`src/rtl/tap_pkg.sv`:
```
package tap_pkg;

  typedef enum logic [3:0] {
    ST_TLR, ST_RTI,
    ST_SEL_DR, ST_CAP_DR, ST_SH_DR, ST_EX1_DR, ST_PAU_DR, ST_EX2_DR, ST_UPD_DR,
    ST_SEL_IR, ST_CAP_IR, ST_SH_IR, ST_EX1_IR, ST_PAU_IR, ST_EX2_IR, ST_UPD_IR
  } tapState_t;

  typedef struct packed {
    logic inReset;
    logic captureIr;
    logic shiftIr;
    logic updateIr;
    logic captureDr;
    logic shiftDr;
  } tapStrobe_t;

endpackage

```
`src/rtl/tap_ctrl.sv`:
```
module tap_ctrl
  import tap_pkg::*;
(
  input  logic       tck,
  input  logic       tms,
  input  logic       testRstN,
  output tapState_t  stateQ,
  output tapStrobe_t strobe
);

  tapState_t stateNext;

  always_comb begin
    case (stateQ)
      ST_TLR:    stateNext = tms ? ST_TLR    : ST_RTI;
      ST_RTI:    stateNext = tms ? ST_SEL_DR : ST_RTI;
      ST_SEL_DR: stateNext = tms ? ST_SEL_IR : ST_CAP_DR;
      ST_CAP_DR: stateNext = tms ? ST_EX1_DR : ST_SH_DR;
      ST_SH_DR:  stateNext = tms ? ST_EX1_DR : ST_SH_DR;
      ST_EX1_DR: stateNext = tms ? ST_UPD_DR : ST_PAU_DR;
      ST_PAU_DR: stateNext = tms ? ST_EX2_DR : ST_PAU_DR;
      ST_EX2_DR: stateNext = tms ? ST_UPD_DR : ST_SH_DR;
      ST_UPD_DR: stateNext = tms ? ST_SEL_DR : ST_RTI;
      ST_SEL_IR: stateNext = tms ? ST_TLR    : ST_CAP_IR;
      ST_CAP_IR: stateNext = tms ? ST_EX1_IR : ST_SH_IR;
      ST_SH_IR:  stateNext = tms ? ST_EX1_IR : ST_SH_IR;
      ST_EX1_IR: stateNext = tms ? ST_UPD_IR : ST_PAU_IR;
      ST_PAU_IR: stateNext = tms ? ST_EX2_IR : ST_PAU_IR;
      ST_EX2_IR: stateNext = tms ? ST_UPD_IR : ST_SH_IR;
      ST_UPD_IR: stateNext = tms ? ST_SEL_DR : ST_RTI;
      default:   stateNext = ST_TLR;
    endcase
  end

  // Test reset is sampled on the clock edge only; nothing happens without tck.
  always_ff @(posedge tck) begin
    if (!testRstN) stateQ <= ST_TLR;
    else           stateQ <= stateNext;
  end

  always_comb begin
    strobe.inReset   = (stateQ == ST_TLR);
    strobe.captureIr = (stateQ == ST_CAP_IR);
    strobe.shiftIr   = (stateQ == ST_SH_IR);
    strobe.updateIr  = (stateQ == ST_UPD_IR);
    strobe.captureDr = (stateQ == ST_CAP_DR);
    strobe.shiftDr   = (stateQ == ST_SH_DR);
  end

endmodule

```
`src/rtl/tap_mode_latch.sv`:
```
module tap_mode_latch #(
  parameter int MODE_W = 2
) (
  input  logic              tck,
  input  logic              testRstN,
  input  logic              coreRstN,
  input  logic [MODE_W-1:0] modeIn,
  output logic [MODE_W-1:0] modeQ
);

  logic trstSeenQ;

  always_ff @(posedge tck) begin
    trstSeenQ <= testRstN;
  end

  // Capture only on the release edge, and only once the core is out of reset.
  always_ff @(posedge tck) begin
    if (!testRstN)                  modeQ <= '0;
    else if (!trstSeenQ && coreRstN) modeQ <= modeIn;
  end

endmodule

```
`src/rtl/tap_datapath.sv`:
```
module tap_datapath
  import tap_pkg::*;
#(
  parameter int              IR_W       = 4,
  parameter logic [IR_W-1:0] OP_IDCODE  = 4'b0010,
  parameter logic [3:0]      ID_VARIANT = 4'h0,
  parameter logic [15:0]     ID_PART    = 16'h0079,
  parameter logic [10:0]     ID_MANUF   = 11'h017
) (
  input  logic       tck,
  input  logic       tdi,
  input  logic       testRstN,
  input  logic       coreRstN,
  input  tapStrobe_t strobe,
  output logic       tdo,
  output logic       tdoOe
);

  localparam int              ID_W       = 32;
  localparam logic [IR_W-1:0] IR_CAPTURE = {{(IR_W-2){1'b0}}, 2'b01};

  logic [IR_W-1:0] irShiftQ;
  logic [IR_W-1:0] irQ;
  logic [ID_W-1:0] idShiftQ;
  logic            bypassQ;
  logic            selId;
  logic [ID_W-1:0] idWord;

  assign selId  = (irQ == OP_IDCODE);
  assign idWord = {(coreRstN ? ID_VARIANT : 4'h0), ID_PART, ID_MANUF, 1'b1};

  always_ff @(posedge tck) begin
    if (!testRstN || strobe.inReset) irQ <= OP_IDCODE;
    else if (strobe.updateIr)        irQ <= irShiftQ;
  end

  always_ff @(posedge tck) begin
    if (strobe.captureIr)    irShiftQ <= IR_CAPTURE;
    else if (strobe.shiftIr) irShiftQ <= {tdi, irShiftQ[IR_W-1:1]};
  end

  always_ff @(posedge tck) begin
    if (selId) begin
      if (strobe.captureDr)    idShiftQ <= idWord;
      else if (strobe.shiftDr) idShiftQ <= {tdi, idShiftQ[ID_W-1:1]};
    end
  end

  always_ff @(posedge tck) begin
    if (!selId) begin
      if (strobe.captureDr)    bypassQ <= 1'b0;
      else if (strobe.shiftDr) bypassQ <= tdi;
    end
  end

  // Output stage retimed to the falling edge.
  always_ff @(negedge tck) begin
    tdoOe <= strobe.shiftIr | strobe.shiftDr;
    if (strobe.shiftIr)      tdo <= irShiftQ[0];
    else if (strobe.shiftDr) tdo <= selId ? idShiftQ[0] : bypassQ;
    else                     tdo <= 1'b0;
  end

endmodule

```
`src/rtl/tap_port.sv`:
```
module tap_port
  import tap_pkg::*;
#(
  parameter int              IR_W       = 4,
  parameter int              MODE_W     = 2,
  parameter logic [IR_W-1:0] OP_IDCODE  = 4'b0010,
  parameter logic [3:0]      ID_VARIANT = 4'h0,
  parameter logic [15:0]     ID_PART    = 16'h0079,
  parameter logic [10:0]     ID_MANUF   = 11'h017
) (
  input  logic              tck,
  input  logic              tms,
  input  logic              tdi,
  input  logic              testRstN,
  input  logic              coreRstN,
  input  logic [MODE_W-1:0] modeIn,
  output logic              tdo,
  output logic              tdoOe,
  output logic [MODE_W-1:0] modeOut
);

  tapState_t  stateQ;
  tapStrobe_t strobe;

  tap_ctrl ctrl_i (
    .tck      (tck),
    .tms      (tms),
    .testRstN (testRstN),
    .stateQ   (stateQ),
    .strobe   (strobe)
  );

  tap_datapath #(
    .IR_W       (IR_W),
    .OP_IDCODE  (OP_IDCODE),
    .ID_VARIANT (ID_VARIANT),
    .ID_PART    (ID_PART),
    .ID_MANUF   (ID_MANUF)
  ) dp_i (
    .tck      (tck),
    .tdi      (tdi),
    .testRstN (testRstN),
    .coreRstN (coreRstN),
    .strobe   (strobe),
    .tdo      (tdo),
    .tdoOe    (tdoOe)
  );

  tap_mode_latch #(.MODE_W(MODE_W)) mode_i (
    .tck      (tck),
    .testRstN (testRstN),
    .coreRstN (coreRstN),
    .modeIn   (modeIn),
    .modeQ    (modeOut)
  );

endmodule

```
`config.mk`:
```
export PLATFORM = sky130hd
export DESIGN_NAME = tap_port
export DESIGN_NICKNAME = d
export VERILOG_FILES = /design/src/rtl/tap_pkg.sv /design/src/rtl/tap_ctrl.sv /design/src/rtl/tap_mode_latch.sv /design/src/rtl/tap_datapath.sv /design/src/rtl/tap_port.sv
export SDC_FILE = /design/constraint.sdc
export NUM_CORES = 1
export LEC_CHECK = 0
export ABC_AREA = 1
export BUFFER_PORTS_ARGS = -buffer_cell sky130_fd_sc_hd__clkbuf_2
export CORE_MARGIN = 4
export CORE_UTILIZATION = 35
export CTS_BUF_LIST = sky130_fd_sc_hd__clkbuf_4 sky130_fd_sc_hd__clkbuf_8 sky130_fd_sc_hd__clkbuf_16
export CTS_CLUSTER_SIZE = 30
export DETAILED_ROUTE_END_ITERATION = 8
export PLACE_DENSITY = 0.61
export SLEW_MARGIN = 20
export SYNTH_ARGS = -nofsm -noshare
export SYNTH_HDL_FRONTEND = slang
export SYNTH_SLANG_ARGS = --single-unit
export TNS_END_PERCENT = 30
```
`constraint.sdc`:
```
create_clock -name tck -period 3.15 [get_ports tck]
set_input_delay 0.63 -clock tck [delete_from_list [all_inputs] [get_ports tck]]
set_output_delay 0.63 -clock tck [all_outputs]
set_load 0.01 [all_outputs]
```
==> results.sh, run 1 <==
export IMPL_status="finished, final reports clean"
export IMPL_p_sw_uw=249
export IMPL_clockRootBuffer="clkbuf_8"
export IMPL_path_class="reg -> out"
export IMPL_synth_seq_area_share_pct=63.7
export IMPL_worst_clock_skew_ns=0.0576
export IMPL_utilization_pct=40.7
export IMPL_synth_cells=218
export IMPL_fillers=563
export IMPL_crit_buf_inv=1
export IMPL_syn_avg_cell_area_um2=9.58
export IMPL_crit_slowest_cell="dfxtp_1"
export IMPL_via_per_inst=4.47
export IMPL_power_leakage_nw=1.02
export IMPL_slowest_delay_ns=0.29
export IMPL_grt_overflow_total=0
export IMPL_seqPwrFrac_pct=62.5
export IMPL_setup_viol=0
export IMPL_grt_pass1_vias=1305
export IMPL_ant_nets=0
export IMPL_clockBufferDepth=2
export IMPL_worst_slack_ns=0.181
export IMPL_core_area_um2=5640
export IMPL_combPwrFrac_pct=4.3
export IMPL_power_density_nw_per_um2=498
export IMPL_gp_congestion=0.916
export IMPL_worstPathArrival_ns=2.34
export IMPL_maxCapViolCount=0
export IMPL_fp_row_count=27
export IMPL_cts_resized=0
export IMPL_clk_pin_slew_worst_paths_ns=0.08
export IMPL_drt_initial_drc_count=40
export IMPL_design_area_um2=2290
export IMPL_clock_latency_ns=0.35
export IMPL_critPathTopFamily="flip-flops"
export IMPL_p_int_uw=893
export IMPL_antenna_found_initial=0
export IMPL_area_delta_synth_final_pct=9.82
export IMPL_cts_tree="yes"
export IMPL_final_cells=306
export IMPL_grt_pass1_wl_mm=5.80
export IMPL_dieHeight_um=85.3
export IMPL_first_pass_iters=4
export IMPL_antennaDiodeCount=0
export IMPL_pre_cts_ws_ns=0.524
export IMPL_ys_ff_latch=50
export IMPL_dieArea_um2=7270
export IMPL_syn_nets=225
export IMPL_pwr_share_clk_pct=33.2
export IMPL_postCtsHoldBufs=0
export IMPL_peakVddDrop_uv=273
export IMPL_grt_max_degree=33
export IMPL_worstPathRequired_ns=2.52
export IMPL_fin_total_pwr_mw=1.14
export IMPL_place_area_um2=2200
export IMPL_routedWlPerCell_um=10.4
export IMPL_worstPathMaxFanout=1
export IMPL_hold_slack_ns=0.487
export IMPL_switching_share_pct=21.8
export IMPL_grt_total_usage_pct=9.86
export IMPL_io_pins=11
export IMPL_holdCritPathClass="reg -> reg"
export IMPL_tns_ns=0
export IMPL_crit_chain="clkbuf_2"
export IMPL_cp_end_kind="output port"
export IMPL_yosys_warnings=0
export IMPL_drc=0
export IMPL_dp_cells=297
export IMPL_cts_buffers=5
export IMPL_final_nets=240
export IMPL_ys_types=22
export IMPL_start_util_pct=37.0
export IMPL_htreeDepth=2
export IMPL_clock_sinks=50
export IMPL_vias=1369
export IMPL_slew_headroom_pct=68.4
export IMPL_maxSlewViolCount=0
export IMPL_numPortBuffers=10
export IMPL_post_cts_buffers=0
export IMPL_netlist_area_um2=2090
export IMPL_die_w_um=85.3
export IMPL_hold_viol=0
export IMPL_wl_mm=3.19
export IMPL_grt_setup_unrepaired="no"
export IMPL_setup_worst_path_start_class="flip-flop"
export IMPL_drive_gt1_share_pct=15.4
export IMPL_tightest_slew_ns=0.473
export IMPL_dp_hpwl_mm=2.16
path summary, 6_finish.rpt:
| kind | from | end | slack [ns] | cells after the start |
|---|---|---|---|---|
| setup / recovery | dp_i.tdoOe | tdoOe | 0.18 | 1 |
| hold / removal | dp_i.irQ[1] | dp_i.irQ[1] | 0.49 | 2 |
| setup reg to reg | ctrl_i.stateQ[2] | dp_i.tdo | 0.56 | 6 |
| hold reg to reg | dp_i.irQ[1] | dp_i.irQ[1] | 0.49 | 2 |
layer usage:
metal  vias to the layer above  track usage, %  part of all wire [%]
met4                         0            4.75                   2.5
li1                        710               -                     -
met1                       631            13.8                    53
met3                         7            2.43                   3.2
met2                        21            14.2                    42
met5                         -               0                     0
cell usage after synthesis:
master	count	area, µm²
nor2_4	1	11.3
o22ai_1	3	18.8
a211oi_1	1	7.51
a21oi_1	7	35.0
dfxtp_1	17	340
or2_2	2	12.5
o21ai_0	11	55.1
o21ai_1	2	10.0
edfxtp_1	33	991
nand2_1	21	78.8
inv_2	4	15.0
inv_1	43	161
nor2_1	44	165
nand4_1	2	12.5
or2_1	8	50.1
buf_4	2	15.0
nand3_1	4	20.0
nor2_2	3	18.8
a31oi_1	1	6.26
nor3_1	1	5.00
nand2_2	6	37.5
buf_6	2	22.5
cell type report:
type | instances | area [µm²] | area share (%)
inverter | 46 | 173 | 7.52
timing repair buffer | 11 | 57.6 | 2.51
sequential | 50 | 1330 | 58.0
tap | 72 | 90.1 | 3.93
clock buffer | 6 | 76.3 | 3.33
clock inverter | 4 | 20.0 | 0.872
multi-input combinational | 117 | 547 | 23.8
cell families (layout without fill, tap and decap cells):
logic type	after synthesis	after routing	synth area share (%)
and+or+nand+nor	92	92	19.7
buffers and inverters	51	67	10.2
DFF	50	50	63.7
AOI/OAI and AO/OA	25	25	6.35
flip-flops by register name (all words and copies together) (netlist names):
| register | cells |
|---|---|
| dp_i.idShiftQ | 32 |
| ctrl_i.stateQ | 4 |
| dp_i.irQ | 4 |
| dp_i.irShiftQ | 4 |
| mode_i.modeQ | 2 |
| dp_i.bypassQ | 1 |
| dp_i.tdo | 1 |
| dp_i.tdoOe | 1 |
| mode_i.trstSeenQ | 1 |
power by group through the flow:
stage | sequential, mW | combinational (mW) | clock [mW]
6_report | 0.714 | 0.0494 | 0.379
2_1_floorplan | 0.728 | 0.0366 | 0.00597
4_1_cts | 0.714 | 0.0501 | 0.394
3_5_place_dp | 0.729 | 0.0495 | 0.00597
3_3_place_gp | 0.729 | 0.0494 | 0.00597
5_1_grt | 0.716 | 0.0575 | 0.419
cell usage in the layout (no fill, tap or decap), types with 3 or more instances in the layout:
cell       n
inv_2      5
a21oi_1    7
o21ai_0   11
clkbuf_2  10
nor2_2     4
edfxtp_1  33
o22ai_1    3
inv_1     44
nand2_2    6
nand2_1   21
nor2_1    43
dfxtp_1   17
clkbuf_8   5
nand3_1    4
or2_1      8
Note: power is estimated with default switching activity, not from simulation.
==> inputs of run 2 (changes only) <==
==> constraint.sdc (replaced) <==
create_clock -name tck -period 3.15 [get_ports tck]
set_input_delay 0.1575 -clock tck [delete_from_list [all_inputs] [get_ports tck]]
set_output_delay 0.1575 -clock tck [all_outputs]
set_load 0.01 [all_outputs]
==> run 2 against run 1 <==
Effect of this change: setup slack better by 0.38 ns; clock skew decreased by 0.0033 ns; via count down 2.6%; combinational power grew 1%.
==> results.sh, run 2 (synthesis results as in run 1) <==
export IMPL_power_leakage_nw=1.03
export IMPL_hp_start="testRstN"
export IMPL_setup_viol=0
export IMPL_crit_top_cell="o21ai_0"
export IMPL_clock_sinks=50
export IMPL_antennaDiodeCount=0
export IMPL_final_cells=306
export IMPL_area_delta_synth_final_pct=10.3
export IMPL_slew_headroom_pct=69.4
export IMPL_die_w_um=85.3
export IMPL_dieArea_um2=7270
export IMPL_numPortBuffers=10
export IMPL_start_util_pct=37.0
export IMPL_first_pass_iters=4
export IMPL_r2r_slack_ns=0.57
export IMPL_grt_pass1_wl_mm=5.71
export IMPL_maxSlewViolCount=0
export IMPL_antenna_found_initial=0
export IMPL_grt_pass1_vias=1235
export IMPL_setup_worst_path_start_class="flip-flop"
export IMPL_dieHeight_um=85.3
export IMPL_drc=0
export IMPL_power_density_nw_per_um2=510
export IMPL_cts_resized=0
export IMPL_worstPathArrival_ns=1.29
export IMPL_worstPathRequired_ns=1.85
export IMPL_drt_initial_drc_count=57
export IMPL_cts_buffers=5
export IMPL_worst_clock_skew_ns=0.0543
export IMPL_grt_max_degree=33
export IMPL_fp_row_count=27
export IMPL_maxCapViolCount=0
export IMPL_vias=1334
export IMPL_fillers=556
export IMPL_gp_congestion=0.822
export IMPL_dp_cells=297
export IMPL_ant_nets=0
export IMPL_crit_slowest_cell="dfxtp_1"
export IMPL_hold_path_depth=1
export IMPL_place_area_um2=2200
export IMPL_clk_pin_slew_worst_paths_ns=0.09
export IMPL_worstPathMaxFanout=4
export IMPL_crit_chain="inv_2, nor2_2, nand2_2, nor2_1, o21ai_0, o21ai_0"
export IMPL_reg2reg_depth=6
export IMPL_dp_hpwl_mm=2.14
export IMPL_hold_slack_ns=0.0404
export IMPL_peakVddDrop_uv=259
export IMPL_rr_endpoint="dp_i.tdo"
export IMPL_regMostFlops="dp_i.idShiftQ"
export IMPL_wl_mm=3.23
export IMPL_rr_startpoint="ctrl_i.stateQ[2]"
export IMPL_final_nets=240
export IMPL_clockRootBuffer="clkbuf_8"
export IMPL_final_common_cell="inv_1"
export IMPL_hold_viol=0
export IMPL_status="finished, final reports clean"
export IMPL_cts_tree="yes"
export IMPL_path_class="reg -> reg"
export IMPL_cp_end_kind="flip-flop"
export IMPL_largest_reg_flops=32
export IMPL_drive_gt1_share_pct=15.4
export IMPL_tightest_slew_ns=0.458
export IMPL_tns_ns=0
export IMPL_clock_latency_ns=0.35
export IMPL_layout_common_cells="44 x inv_1, 43 x nor2_1, 33 x edfxtp_1, 21 x nand2_1, 17 x dfxtp_1"
export IMPL_via_per_inst=4.36
export IMPL_io_pins=11
export IMPL_clockBufferDepth=2
export IMPL_post_cts_buffers=0
export IMPL_core_area_um2=5640
export IMPL_hold_end="mode_i.trstSeenQ"
export IMPL_grt_setup_unrepaired="no"
export IMPL_grt_total_usage_pct=10.0
export IMPL_htreeDepth=2
export IMPL_routedWlPerCell_um=10.6
export IMPL_postCtsHoldBufs=0
export IMPL_holdCritPathClass="in -> reg"
export IMPL_grt_overflow_total=0
export IMPL_design_area_um2=2300
export IMPL_slowest_delay_ns=0.41
## run 2: power breakdown
group	internal (mW)	leakage, nW	switching, mW
logic	0.0175	0.529	0.0324
registers	0.707	0.436	0.00742
clock network	0.194	0.0629	0.217
total	0.918	1.03	0.257
## run 2: metal layers
layer  global-route usage, %  share of wire (%)
met1                    13.1                 51
met2                    14.4                 42
met3                    3.88                4.2
met4                    5.04                2.1
met5                       0                  0
## run 2: how the worst max path moves through the flow
stage,startpoint,end,slack (ns)
2_1_floorplan,ctrl_i.stateQ[1],dp_i.idShiftQ[0],0.57
3_3_place_gp,ctrl_i.stateQ[2],dp_i.tdo,0.56
3_5_place_dp,ctrl_i.stateQ[2],dp_i.tdo,0.54
4_1_cts,ctrl_i.stateQ[2],dp_i.tdo,0.56
5_1_grt,ctrl_i.stateQ[1],dp_i.tdo,0.42
6_report,ctrl_i.stateQ[2],dp_i.tdo,0.57
## run 2: area by class of cell
type / count / area [µm²] / area share [%]
well taps: 72 / 90.1 / 3.91
repair buffers: 11 / 57.6 / 2.50
multi-input cells: 117 / 547 / 23.7
clock buffers: 7 / 90.1 / 3.91
inverters: 46 / 173 / 7.49
flip-flops and latches: 50 / 1330 / 57.8
clock inverters: 3 / 16.3 / 0.706
## run 2: critical path: cells and delay by family, from the launching register on
| family | cells | cell delay [ns] |
|---|---|---|
| DFF | 1 | 0.41 |
| and+or+nand+nor | 3 | 0.35 |
| AOI/OAI and AO/OA | 2 | 0.14 |
| buffers and inverters | 1 | 0.08 |
## run 2: stage by stage
| step | setup slack (ns) | total power, mW | utilization, % |
|---|---|---|---|
| after CTS | 0.558 | 1.20 | 40.9 |
| after global routing | 0.421 | 1.24 | 40.9 |
| after detailed placement | 0.539 | 0.785 | 39.0 |
| after floorplan | 0.567 | 0.771 | - |
| final | 0.565 | 1.18 | 40.9 |
| after global placement | 0.561 | 0.785 | 39.0 |
==> inputs of run 3 (changes only) <==
Settings changed: ABC_AREA 1 to 0.
Clock period 3.15 ns to 2.6 ns, I/O delays scaled along.
==> run 3 against run 2 <==
Effect of this change: sequential power up 25%; first-iteration DRC count up 49%; die area down 0.92%; largest power group unchanged; combinational power up 120%; critical endpoint unchanged; utilization up 0.58 points; total power up 33%; area after synthesis down 1.0%; highest routed layer unchanged; critical path depth down 3; cell area up 0.81%; setup slack worse by 0.41 ns; sequential cell count unchanged; wire length down 3.8%.
==> results.sh, run 3 <==
export IMPL_status="finished, final reports clean"
export IMPL_core_area_um2=5610
export IMPL_drc=0
export IMPL_crit_chain="nor4b_2, mux2i_1, o22ai_1"
export IMPL_maxSlewViolCount=0
export IMPL_ant_nets=0
export IMPL_maxCapViolCount=0
export IMPL_drt_initial_drc_count=85
export IMPL_ys_ff_latch=50
export IMPL_dieArea_um2=7200
export IMPL_power_density_nw_per_um2=673
export IMPL_yosysMostFrequentCell="edfxtp_1"
export IMPL_numPortBuffers=10
export IMPL_clockBufferDepth=2
export IMPL_netlist_area_um2=2070
export IMPL_grt_total_usage_pct=9.62
export IMPL_netlist_area_leader_share_pct=47.9
export IMPL_synth_seq_area_share_pct=64.4
export IMPL_worstPathArrival_ns=1.37
export IMPL_grt_setup_unrepaired="no"
export IMPL_cp_end_kind="flip-flop"
export IMPL_slew_headroom_pct=64.8
export IMPL_tns_ns=0
export IMPL_grt_pass1_wl_mm=5.38
export IMPL_htreeDepth=2
export IMPL_vias=1193
export IMPL_final_cells=255
export IMPL_wl_mm=3.11
export IMPL_synth_cells=167
export IMPL_worst_clock_skew_ns=0.0586
export IMPL_setup_viol=0
export IMPL_dp_hpwl_mm=1.96
export IMPL_die_w_um=84.9
export IMPL_dp_cells=245
export IMPL_clock_sinks=50
export IMPL_power_leakage_nw=0.865
export IMPL_reg2reg_depth=3
export IMPL_area_delta_synth_final_pct=12.3
export IMPL_fin_total_pwr_mw=1.56
export IMPL_clk_pin_slew_worst_paths_ns=0.09
export IMPL_async_reset_ff_share_pct=0
export IMPL_utilization_pct=41.4
export IMPL_clock_latency_ns=0.35
export IMPL_layout_common_cells="33 x edfxtp_1, 24 x nor2b_1, 17 x dfxtp_1, 10 x or2_2, 10 x clkbuf_2"
export IMPL_synth_edf_count=33
export IMPL_via_per_inst=4.68
export IMPL_syn_nets=174
export IMPL_dieHeight_um=84.9
export IMPL_peakVddDrop_uv=261
export IMPL_tightest_slew_ns=0.522
export IMPL_first_pass_iters=4
export IMPL_fp_row_count=27
export IMPL_io_pins=11
export IMPL_post_cts_buffers=0
export IMPL_setup_worst_path_start_class="flip-flop"
export IMPL_grt_overflow_total=0
export IMPL_ys_types=37
export IMPL_ys_top_cells_by_count="33 x edfxtp_1, 24 x nor2b_1, 17 x dfxtp_1"
export IMPL_routedWlPerCell_um=12.2
export IMPL_syn_avg_cell_area_um2=12.4
export IMPL_worstPathRequired_ns=1.52
export IMPL_slowest_delay_ns=0.40
export IMPL_final_nets=189
export IMPL_holdCritPathClass="in -> reg"
export IMPL_start_util_pct=36.9
export IMPL_final_common_cell="edfxtp_1"
export IMPL_ys_flop_type="edfxtp_1"
export IMPL_antenna_found_initial=0
export IMPL_worstPathMaxFanout=3
export IMPL_grt_pass1_vias=1108
export IMPL_synth_area_leaders="edfxtp_1 48%, dfxtp_1 16%, nor2b_1 7.3%"
export IMPL_clockRootBuffer="clkbuf_8"
export IMPL_drive_gt1_share_pct=21.9
export IMPL_crit_slowest_cell="nor4b_2"
export IMPL_cts_tree="yes"
export IMPL_hold_path_depth=3
export IMPL_regMostFlops="dp_i.idShiftQ"
export IMPL_grt_max_degree=33
export IMPL_yosys_warnings=0
export IMPL_antennaDiodeCount=0
export IMPL_path_class="reg -> reg"
export IMPL_cts_buffers=5
export IMPL_yosysTopAreaCell="edfxtp_1"
export IMPL_hold_viol=0
export IMPL_largest_reg_flops=32
export IMPL_gp_congestion=0.719
## run 3: changes by cell type in the layout (fill, tap and decap cells not counted), moves of 4 or more
cell,previous run,this run
o21ai_0,11,6
nor2b_1,0,24
or2_2,2,10
or2_1,8,0
nand2_2,6,0
a21oi_1,7,2
buf_4,1,7
mux2i_1,0,6
nand3b_1,0,4
nor2_1,43,9
inv_1,44,9
inv_2,4,0
nand2_1,21,9
## run 3: timing repair
item	in CTS	in global routing
resized for setup	0	0
hold endpoints to repair	1	0
hold buffers	1	0
## run 3: worst paths after layout
path | from | to | slack [ns]
max reg2reg | dp_i.irQ[3] | dp_i.tdo | 0.15
max | dp_i.irQ[3] | dp_i.tdo | 0.15
min reg2reg | dp_i.irQ[1] | dp_i.irQ[1] | 0.46
min | modeIn[1] | mode_i.modeQ[1] | 0.07
## run 3: cell type report
class | count | area [µm²]
fill | 555 | 3280
sequential | 50 | 1330
multi-input combinational | 98 | 644
timing repair buffer | 18 | 113
tap | 72 | 90.1
clock buffer | 5 | 68.8
clock inverter | 5 | 50.0
inverter | 7 | 26.3
## run 3: power breakdown
part           switching, mW  total (mW)  internal [mW]
Clock                  0.264       0.555          0.291
Sequential            0.0169       0.897          0.881
Combinational         0.0642       0.112         0.0476
## run 3: cells by family after synthesis
| kind of cell | share of synthesized area [%] |
|---|---|
| AO/OA/AOI/OAI | 7.80 |
| multiplexers | 2.90 |
| flip-flops | 64.4 |
| AND/OR/NAND/NOR | 19.9 |
| buffers and inverters | 4.60 |
| XOR/XNOR | 0.424 |
## run 3: worst max-delay path, delay by kind of cell, from the launching register on
kind / cells / cell delay (ns)
compound gates: 1 / 0.10
simple gates: 1 / 0.40
mux: 1 / 0.24
flops: 1 / 0.33
## run 3: per-layer routing
layer  track usage (%)  vias to the layer above  part of all wire, %
met5                 0                        -                    0
met4              4.75                        0                  2.2
met3              3.30                        6                  3.5
met2              12.1                       16                   40
met1              14.4                      560                   54
li1                  -                      611                    -
## run 3: stage by stage
step | hold WS, ns | setup WS (ns) | area (µm²)
2_1_floorplan | 0.158 | 0.227 | 2070
3_3_place_gp | 0.306 | 0.146 | 2200
3_5_place_dp | 0.306 | 0.125 | 2200
4_1_cts | 0.0691 | 0.132 | 2320
5_1_grt | 0.0902 | 0.0266 | 2320
6_report | 0.0700 | 0.152 | 2320
